--- src/rtl/wdt_pkg.sv ---
package wdt_pkg;

    localparam int unsigned DW = 32;
    localparam int unsigned WIDTH_BITS = 20;

    localparam logic [DW-1:0] CNT_INIT = 32'h03EF_1480;
    localparam logic [DW-1:0] CFG_INIT = 32'h0000_00FF;
    localparam logic [15:0]   RESTART_KEY = 16'h4755;

    localparam logic [7:0] KEY_POL_HIGH = 8'hA5;
    localparam logic [7:0] KEY_POL_LOW  = 8'h5A;
    localparam logic [7:0] KEY_DRV_PP   = 8'hA8;
    localparam logic [7:0] KEY_DRV_OD   = 8'h8A;

    // word index of each register (byte offset / 4)
    typedef enum logic [2:0] {
        IDX_COUNT   = 3'd0,
        IDX_RELOAD  = 3'd1,
        IDX_RESTART = 3'd2,
        IDX_CTRL    = 3'd3,
        IDX_CFG     = 3'd6,
        IDX_MASK    = 3'd7
    } reg_idx_e;

    typedef struct packed {
        logic [25:0] upper;
        logic        full_chip;
        logic        tick_us;
        logic        ext_en;
        logic        irq_en;
        logic        sys_en;
        logic        en;
    } ctrl_t;

    typedef struct packed {
        logic                  act_high;
        logic                  push_pull;
        logic [9:0]            zero;
        logic [WIDTH_BITS-1:0] width;
    } cfg_t;

    function automatic ctrl_t ctrl_clean(input logic [DW-1:0] d);
        return ctrl_t'(d & ~32'h0000_0F00);
    endfunction

    function automatic cfg_t cfg_update(input cfg_t cur, input logic [DW-1:0] d);
        cfg_t nxt;
        nxt = cur;
        nxt.zero = '0;
        nxt.width = d[WIDTH_BITS-1:0];
        case (d[31:24])
            KEY_POL_HIGH: nxt.act_high = 1'b1;
            KEY_POL_LOW:  nxt.act_high = 1'b0;
            KEY_DRV_PP:   nxt.push_pull = 1'b1;
            KEY_DRV_OD:   nxt.push_pull = 1'b0;
            default: ;
        endcase
        return nxt;
    endfunction

endpackage

--- src/rtl/wdt_regs.sv ---
module wdt_regs
    import wdt_pkg::*;
#(
    parameter int ADDR_W = 5
) (
    input  logic                  clk,
    input  logic                  rst,
    input  logic                  sel,
    input  logic                  wr,
    input  logic [ADDR_W-1:0]     addr,
    input  logic [DW-1:0]         wdata,
    output logic [DW-1:0]         rdata,
    input  logic [DW-1:0]         cnt_i,
    input  logic                  expire_i,
    input  logic                  hold_i,
    output logic [DW-1:0]         reload_o,
    output logic                  load_o,
    output logic                  en_o,
    output logic                  sys_en_o,
    output logic                  ext_en_o,
    output logic                  tick_us_o,
    output logic                  full_chip_o,
    output logic [WIDTH_BITS-1:0] width_o,
    output logic                  act_high_o,
    output logic                  push_pull_o,
    output logic                  irq_o
);
    localparam int IW = ADDR_W - 2;

    logic [IW-1:0] idx;
    logic          aligned;
    logic          wr_ok;
    logic [DW-1:0] reload_q;
    logic [DW-1:0] mask_q;
    ctrl_t         ctrl_q;
    ctrl_t         ctrl_new;
    cfg_t          cfg_q;
    logic          irq_q;
    logic          key_restart;
    logic          wr_ctrl;

    assign idx     = addr[ADDR_W-1:2];
    assign aligned = (addr[1:0] == 2'b00);
    assign wr_ok   = sel & wr & aligned;

    assign wr_ctrl     = wr_ok && (idx == IW'(IDX_CTRL));
    assign key_restart = wr_ok && (idx == IW'(IDX_RESTART)) && (wdata[15:0] == RESTART_KEY);
    assign ctrl_new    = ctrl_clean(wdata);
    assign load_o      = key_restart | (wr_ctrl & ctrl_new.en & ~ctrl_q.en);

    always_ff @(posedge clk) begin
        if (rst) begin
            reload_q <= CNT_INIT;
            mask_q   <= '0;
            ctrl_q   <= '0;
            cfg_q    <= cfg_t'(CFG_INIT);
            irq_q    <= 1'b0;
        end else begin
            if (wr_ok && idx == IW'(IDX_RELOAD)) reload_q <= wdata;
            if (wr_ok && idx == IW'(IDX_MASK))   mask_q   <= wdata;
            if (wr_ok && idx == IW'(IDX_CFG))    cfg_q    <= cfg_update(cfg_q, wdata);
            if (expire_i && hold_i)              ctrl_q   <= '0;
            else if (wr_ctrl)                    ctrl_q   <= ctrl_new;
            if (key_restart)                     irq_q    <= 1'b0;
            else if (expire_i && !hold_i && ctrl_q.irq_en) irq_q <= 1'b1;
        end
    end

    always_comb begin
        rdata = '0;
        if (aligned) begin
            if (idx == IW'(IDX_COUNT))       rdata = cnt_i;
            else if (idx == IW'(IDX_RELOAD)) rdata = reload_q;
            else if (idx == IW'(IDX_CTRL))   rdata = ctrl_q;
            else if (idx == IW'(IDX_CFG))    rdata = cfg_q;
            else if (idx == IW'(IDX_MASK))   rdata = mask_q;
        end
    end

    assign reload_o    = reload_q;
    assign en_o        = ctrl_q.en;
    assign sys_en_o    = ctrl_q.sys_en;
    assign ext_en_o    = ctrl_q.ext_en;
    assign tick_us_o   = ctrl_q.tick_us;
    assign full_chip_o = ctrl_q.full_chip;
    assign width_o     = cfg_q.width;
    assign act_high_o  = cfg_q.act_high;
    assign push_pull_o = cfg_q.push_pull;
    assign irq_o       = irq_q;


    hold_wipes_ctrl_chk: assert property (@(posedge clk) disable iff (rst)
        (expire_i && hold_i) |=> (ctrl_q == '0));


    ctrl_gap_zero_chk: assert property (@(posedge clk) disable iff (rst)
        ctrl_q[11:8] == 4'h0);


    irq_needs_expiry_chk: assert property (@(posedge clk) disable iff (rst)
        $rose(irq_q) |-> $past(expire_i && !hold_i));

endmodule

--- src/rtl/wdt_tick.sv ---
module wdt_tick #(
    parameter int TICK_DIV = 24
) (
    input  logic clk,
    input  logic rst,
    input  logic sel_us,
    input  logic sync_i,
    output logic tick_o
);
    localparam int PW = (TICK_DIV > 2) ? $clog2(TICK_DIV) : 1;
    localparam logic [PW-1:0] LAST = PW'(TICK_DIV - 1);

    logic [PW-1:0] pre_q;
    logic          us_pulse;

    assign us_pulse = (pre_q == LAST);

    always_ff @(posedge clk) begin
        if (rst || sync_i || us_pulse) pre_q <= '0;
        else                           pre_q <= pre_q + 1'b1;
    end

    assign tick_o = sel_us ? us_pulse : 1'b1;


    pre_in_range_chk: assert property (@(posedge clk) disable iff (rst)
        pre_q <= LAST);

endmodule

--- src/rtl/wdt_count.sv ---
module wdt_count
    import wdt_pkg::*;
(
    input  logic                  clk,
    input  logic                  rst,
    input  logic                  tick_i,
    input  logic                  load_i,
    input  logic [DW-1:0]         reload_i,
    input  logic                  en_i,
    input  logic                  sys_en_i,
    input  logic                  ext_en_i,
    input  logic                  hold_i,
    input  logic [WIDTH_BITS-1:0] width_i,
    output logic [DW-1:0]         cnt_o,
    output logic                  expire_o,
    output logic                  sys_act_o,
    output logic                  ext_act_o
);
    logic [DW-1:0]         cnt_q;
    logic                  halted_q;
    logic                  run;
    logic [WIDTH_BITS-1:0] pulse_q;
    logic                  sys_q;
    logic                  ext_q;

    assign run      = en_i & ~halted_q;
    assign expire_o = tick_i & run & ~load_i & (cnt_q <= DW'(1));

    always_ff @(posedge clk) begin
        if (rst) begin
            cnt_q    <= CNT_INIT;
            halted_q <= 1'b0;
        end else if (load_i) begin
            cnt_q    <= reload_i;
            halted_q <= 1'b0;
        end else begin
            if (tick_i && run && cnt_q != '0) cnt_q <= cnt_q - 1'b1;
            if (expire_o) halted_q <= 1'b1;
        end
    end

    always_ff @(posedge clk) begin
        if (rst) begin
            pulse_q <= '0;
            sys_q   <= 1'b0;
            ext_q   <= 1'b0;
        end else if (expire_o && !hold_i) begin
            pulse_q <= width_i;
            sys_q   <= sys_en_i;
            ext_q   <= ext_en_i;
        end else if (tick_i && pulse_q != '0) begin
            pulse_q <= pulse_q - 1'b1;
        end
    end

    assign cnt_o     = cnt_q;
    assign sys_act_o = (pulse_q != '0) & sys_q;
    assign ext_act_o = (pulse_q != '0) & ext_q;


    never_climbs_chk: assert property (@(posedge clk) disable iff (rst)
        !load_i |=> cnt_q <= $past(cnt_q));


    frozen_when_off_chk: assert property (@(posedge clk) disable iff (rst)
        (!en_i && !load_i) |=> $stable(cnt_q));


    load_wins_chk: assert property (@(posedge clk) disable iff (rst)
        load_i |=> cnt_q == $past(reload_i));


    hold_no_pulse_chk: assert property (@(posedge clk) disable iff (rst)
        (expire_o && hold_i && pulse_q == '0) |=> !(sys_act_o || ext_act_o));

endmodule

--- src/rtl/watchdog_top.sv ---
module watchdog_top
    import wdt_pkg::*;
#(
    parameter int ADDR_W   = 5,
    parameter int TICK_DIV = 24
) (
    input  logic              clk,
    input  logic              rst,
    input  logic              bus_sel,
    input  logic              bus_wr,
    input  logic [ADDR_W-1:0] bus_addr,
    input  logic [31:0]       bus_wdata,
    output logic [31:0]       bus_rdata,
    input  logic              mc_hold,
    output logic              irq,
    output logic              rst_out,
    output logic              ext_rst_out,
    output logic              rst_push_pull,
    output logic              rst_full_chip
);
    logic [DW-1:0]         cnt, reload;
    logic                  load, expire, tick;
    logic                  en, sys_en, ext_en, tick_us;
    logic [WIDTH_BITS-1:0] width;
    logic                  act_high, sys_act, ext_act;

    wdt_regs #(.ADDR_W(ADDR_W)) u_regs (
        .clk(clk), .rst(rst), .sel(bus_sel), .wr(bus_wr), .addr(bus_addr),
        .wdata(bus_wdata), .rdata(bus_rdata), .cnt_i(cnt), .expire_i(expire),
        .hold_i(mc_hold), .reload_o(reload), .load_o(load), .en_o(en),
        .sys_en_o(sys_en), .ext_en_o(ext_en), .tick_us_o(tick_us),
        .full_chip_o(rst_full_chip), .width_o(width), .act_high_o(act_high),
        .push_pull_o(rst_push_pull), .irq_o(irq)
    );

    wdt_tick #(.TICK_DIV(TICK_DIV)) u_tick (
        .clk(clk), .rst(rst), .sel_us(tick_us), .sync_i(load), .tick_o(tick)
    );

    wdt_count u_count (
        .clk(clk), .rst(rst), .tick_i(tick), .load_i(load), .reload_i(reload),
        .en_i(en), .sys_en_i(sys_en), .ext_en_i(ext_en), .hold_i(mc_hold),
        .width_i(width), .cnt_o(cnt), .expire_o(expire),
        .sys_act_o(sys_act), .ext_act_o(ext_act)
    );

    assign rst_out     = act_high ? sys_act : ~sys_act;
    assign ext_rst_out = act_high ? ext_act : ~ext_act;

endmodule

--- config.mk ---
export PLATFORM = sky130hd
export DESIGN_NAME = watchdog_top
export DESIGN_NICKNAME = d
export VERILOG_FILES = /design/src/rtl/wdt_pkg.sv /design/src/rtl/wdt_regs.sv /design/src/rtl/wdt_tick.sv /design/src/rtl/wdt_count.sv /design/src/rtl/watchdog_top.sv
export SDC_FILE = /design/constraint.sdc
export NUM_CORES = 1
export LEC_CHECK = 0
export ABC_CLOCK_PERIOD_IN_PS = 9500
export BUFFER_PORTS_ARGS = -buffer_cell sky130_fd_sc_hd__buf_2
export CORE_MARGIN = 2
export CORE_UTILIZATION = 55
export CTS_CLUSTER_SIZE = 8
export DETAILED_ROUTE_END_ITERATION = 6
export PLACE_DENSITY = 0.75
export SYNTH_ARGS = -nofsm -noshare
export SYNTH_HDL_FRONTEND = slang
export SYNTH_HIERARCHICAL = 1
export SYNTH_SLANG_ARGS = --single-unit
--- constraint.sdc ---
create_clock -name clk -period 9.5 [get_ports clk]
set_input_delay 2.375 -clock clk [delete_from_list [all_inputs] [get_ports clk]]
set_output_delay 2.375 -clock clk [all_outputs]
set_load 0.01 [all_outputs]
==> reports/results.tsv <==
stage	metric	value	unit
cells_and_area	Layout Area Growth over Synthesis	11.0	%
cells_and_area	fin cells	1415	
floorplanning	die area	17200	um^2
floorplanning	num rows	46	
clock_network	clk buf depth	2	
synth	adder-cell share of the synthesized area	0.704	%
timing	fin worst setup slack	2.78	ns
critical_path	CP peak stage delay	0.57	ns
critical_path	Setup crit end kind	output port	
timing	RSZ-0062 raised after global routing	false	
synth	complex-gate fraction of the synthesized area	19.0	%
clock_network	CTS Root Cell	clkbuf_16	
place	DP Worst Slack	2.87	ns
drt	WL final	27.9	mm
synth	Syn Area/Cell	7.68	um^2
global_route	initial antenna violation count	0	
synth	Synth cell types	67	
drt	DR vias/cell	6.19	
critical_path	startpoint types	input port	
place	Placed Cells	1384	
global_route	total grt overflow	0	
floorplanning	Core Region	15800	um^2
synth	synthesized flop and latch total	175	
critical_path	most used cell, CP	buf_2	
global_route	pin count of the biggest net entering global routing	64	
synth	area share of the largest cell type after synthesis	39.4	%
clock_network	TritonCTS Buffers	17	
synth	register area share after synthesis	39.4	%
timing	Worst-Margin Slew	0.977	ns
synth	Simple-Gate Fraction of Synth Area	27.8	%
synth	top cell type by total area after synthesis	dfxtp_1	
timing	Tmin final	6.72	ns
synth	Post-synth EDFFs	0	
min_path	HP Class	register to register	
clock_network	post-CTS setup buffers	0	
synth	xor/xnor share of the synthesized area	3.45	%
synth	Mapped Area	8880	um^2
global_route	first-pass GRT wire length	43.4	mm
timing	Final period util	70.8	%
synth	largest family of logic cells by synthesized area	simple AND/OR/NAND/NOR gates	
critical_path	FF-to-FF End	u_count/pulse_q[4]	
cells_and_area	post-layout util	62.3	%
clock_network	CTS Sinks	175	
timing	hold_ws	0.448	ns
timing	Slew Limit Fails	0	
critical_path	R2R depth	8	
pwr	Worst IR Drop VDD	0.000120	V
run	maxcap violations	0	
critical_path	critical path data arrival time	4.35	ns
drt	post-route DRC violation count	0	
floorplanning	Starting Density	56.1	%
critical_path	crit-path cells	buf_2 > nor2_1 > buf_4 > nand2_1 > o21ai_0 > a21oi_1 > buf_2	
critical_path	Crit Path Class	input port to output port	
place	Port Buffers	78	
cells_and_area	ANT cells	0	
critical_path	Required @ worst endpoint	7.13	ns
drt	via count	8753	
critical_path	CP Max Fanout	25	
critical_path	critical path's slowest cell	nand2_1	
timing	Fin Clk Skew	0.00934	ns
synth	Synth Warn #	6	
place	GP Congestion	0.931	
critical_path	buffers and inverters on the worst path	3	
clock_network	H-tree depth	4	
critical_path	Top delay family on crit path	buffers and inverters	
critical_path	Critical R2R Launch	u_tick/pre_q[0]	
clock_network	CTS tree	built	
synth	mux cell area share after synthesis	4.80	%
pwr	Power Dens Cells	190	nW/um^2
synth	Async S/R FF share, synth	0	%
pwr	Leak	3.57	nW
synth	Synth Flop Type	dfxtp_1	
critical_path	R2R Setup Slk	5.52	ns
synth	most numerous cell in the Yosys netlist	nand2_1	
place	HPWL Detailed	19.2	mm
clock_network	clock slew at reported path FFs	0.07	ns
synth	top cells by count, synth	279 x nand2_1, 175 x dfxtp_1, 153 x a21oi_1, 77 x nor2_1	
drt	total iterations of the first detailed-routing run	6	
drt	WL per Instance	19.7	um
clock_network	hold buffer count at CTS	0	
timing	endpoints failing setup	0	
synth	ranking of synthesized cells by area	dfxtp_1 39%, nand2_1 12%, a21oi_1 8.6%	
clock_network	Resized Gates After CTS	0	
status	status	finished, final reports clean	
cells_and_area	proportion of layout cells with a drive suffix above 1	13.6	%
timing	Final Hold Viols	0	
timing	setup_tns	0	ns
cells_and_area	nets@finish	1234	
floorplanning	Die Wd	131	um
floorplanning	IO Pins	79	
synth	net count after synthesis	1204	
critical_path	worst setup path endpoint	bus_rdata[31]	
min_path	Worst Hold Depth	2	
critical_path	crit path from	bus_addr[3]	
timing	Peak Freq	149	MHz
drt	Iter 0 DRT Violations	1113	
global_route	global-route usage over all layers	33.1	%
clock_network	clk_lat worst skew	0.43	ns
drt	Detail Route Antenna Nets	0	
critical_path	Levels on crit path	7	
synth	Syn Inst Count	1157	
global_route	vias in the first global route	7854	
timing	Max transition margin	34.7	%
floorplanning	die height	131	um
==> report_power, final <==
| group | internal, W | switching (W) |
|---|---|---|
| sequential | 0.000773 | 0.0000415 |
| clock | 0.000383 | 0.000304 |
| combinational | 0.000155 | 0.000211 |
==> cell families (layout without fill, tap and decap cells) <==
family	after synthesis	count (layout)
buffers and inverters	94	136
AO/OA/AOI/OAI	280	280
AND/OR/NAND/NOR	527	527
flip-flops	175	175
adder cells (fa/ha/maj)	5	5
XOR/XNOR	35	35
multiplexers	41	41
==> placed cells by master, fill, tap and decap left out, drive strengths merged, types with 5 or more instances in the layout <==
master / n
a32oi: 8
o22ai: 6
or4: 8
o21ai: 49
xnor2: 20
nor3: 35
nor2: 77
nand2: 280
a311oi: 6
nor4: 21
and2: 8
clkbuf: 20
a21oi: 153
a211oi: 27
a31oi: 5
or3: 7
inv: 15
xor2: 15
nand4: 13
mux2i: 28
nand3: 36
mux2: 13
and3: 11
ha: 5
dfxtp: 175
buf: 92
nand4b: 5
==> worst min-delay path, delay by kind of cell, from the launching register on <==
family | cells | cell delay [ns]
flops | 1 | 0.31
simple gates | 1 | 0.05
compound gates | 1 | 0.05
==> registers in the layout, summed over array words and instances, names as in the netlist, 5 cells and up <==
signal	flops
u_regs/mask_q	32
u_tick/pre_q	5
u_count/cnt_o	32
u_regs/ctrl_q	23
u_regs/reload_o	32
u_regs/width_o	20
u_count/pulse_q	20
==> stage by stage <==
stage          power [W]  area, um^2
3_5_place_dp     0.00119        9280
3_3_place_gp     0.00118        9280
2_1_floorplan    0.00110        8880
5_1_grt          0.00194        9860
4_1_cts          0.00187        9860
6_report         0.00187        9860
==> worst min path at each step <==
stage                          from              end  slack, ns
global placement    u_tick/pre_q[0]  u_tick/pre_q[0]       0.43
floorplan           u_tick/pre_q[0]  u_tick/pre_q[0]       0.42
global route          u_count/sys_q    u_count/sys_q       0.47
finish                u_count/sys_q    u_count/sys_q       0.45
detailed placement    u_count/sys_q    u_count/sys_q       0.44
CTS                   u_count/sys_q    u_count/sys_q       0.45
==> final cells by class <==
| class | count | area (um^2) |
|---|---|---|
| clock inverters | 11 | 108 |
| clock buffers | 20 | 467 |
| repair buffers | 92 | 498 |
| fillers | 1436 | 5970 |
| inverters | 13 | 48.8 |
| flip-flops and latches | 175 | 3500 |
| well taps | 216 | 270 |
| multi-input cells | 888 | 4960 |
==> per-layer routing <==
layer | GRT usage, % | vias to the layer above | wire length, um
met5 | 0 | - | 0
met4 | 10.1 | 0 | 714
li1 | - | 4141 | -
met1 | 46.3 | 4058 | 12000
met2 | 50.8 | 507 | 12400
met3 | 8.00 | 47 | 2840
(Power assumes the default switching activity.)
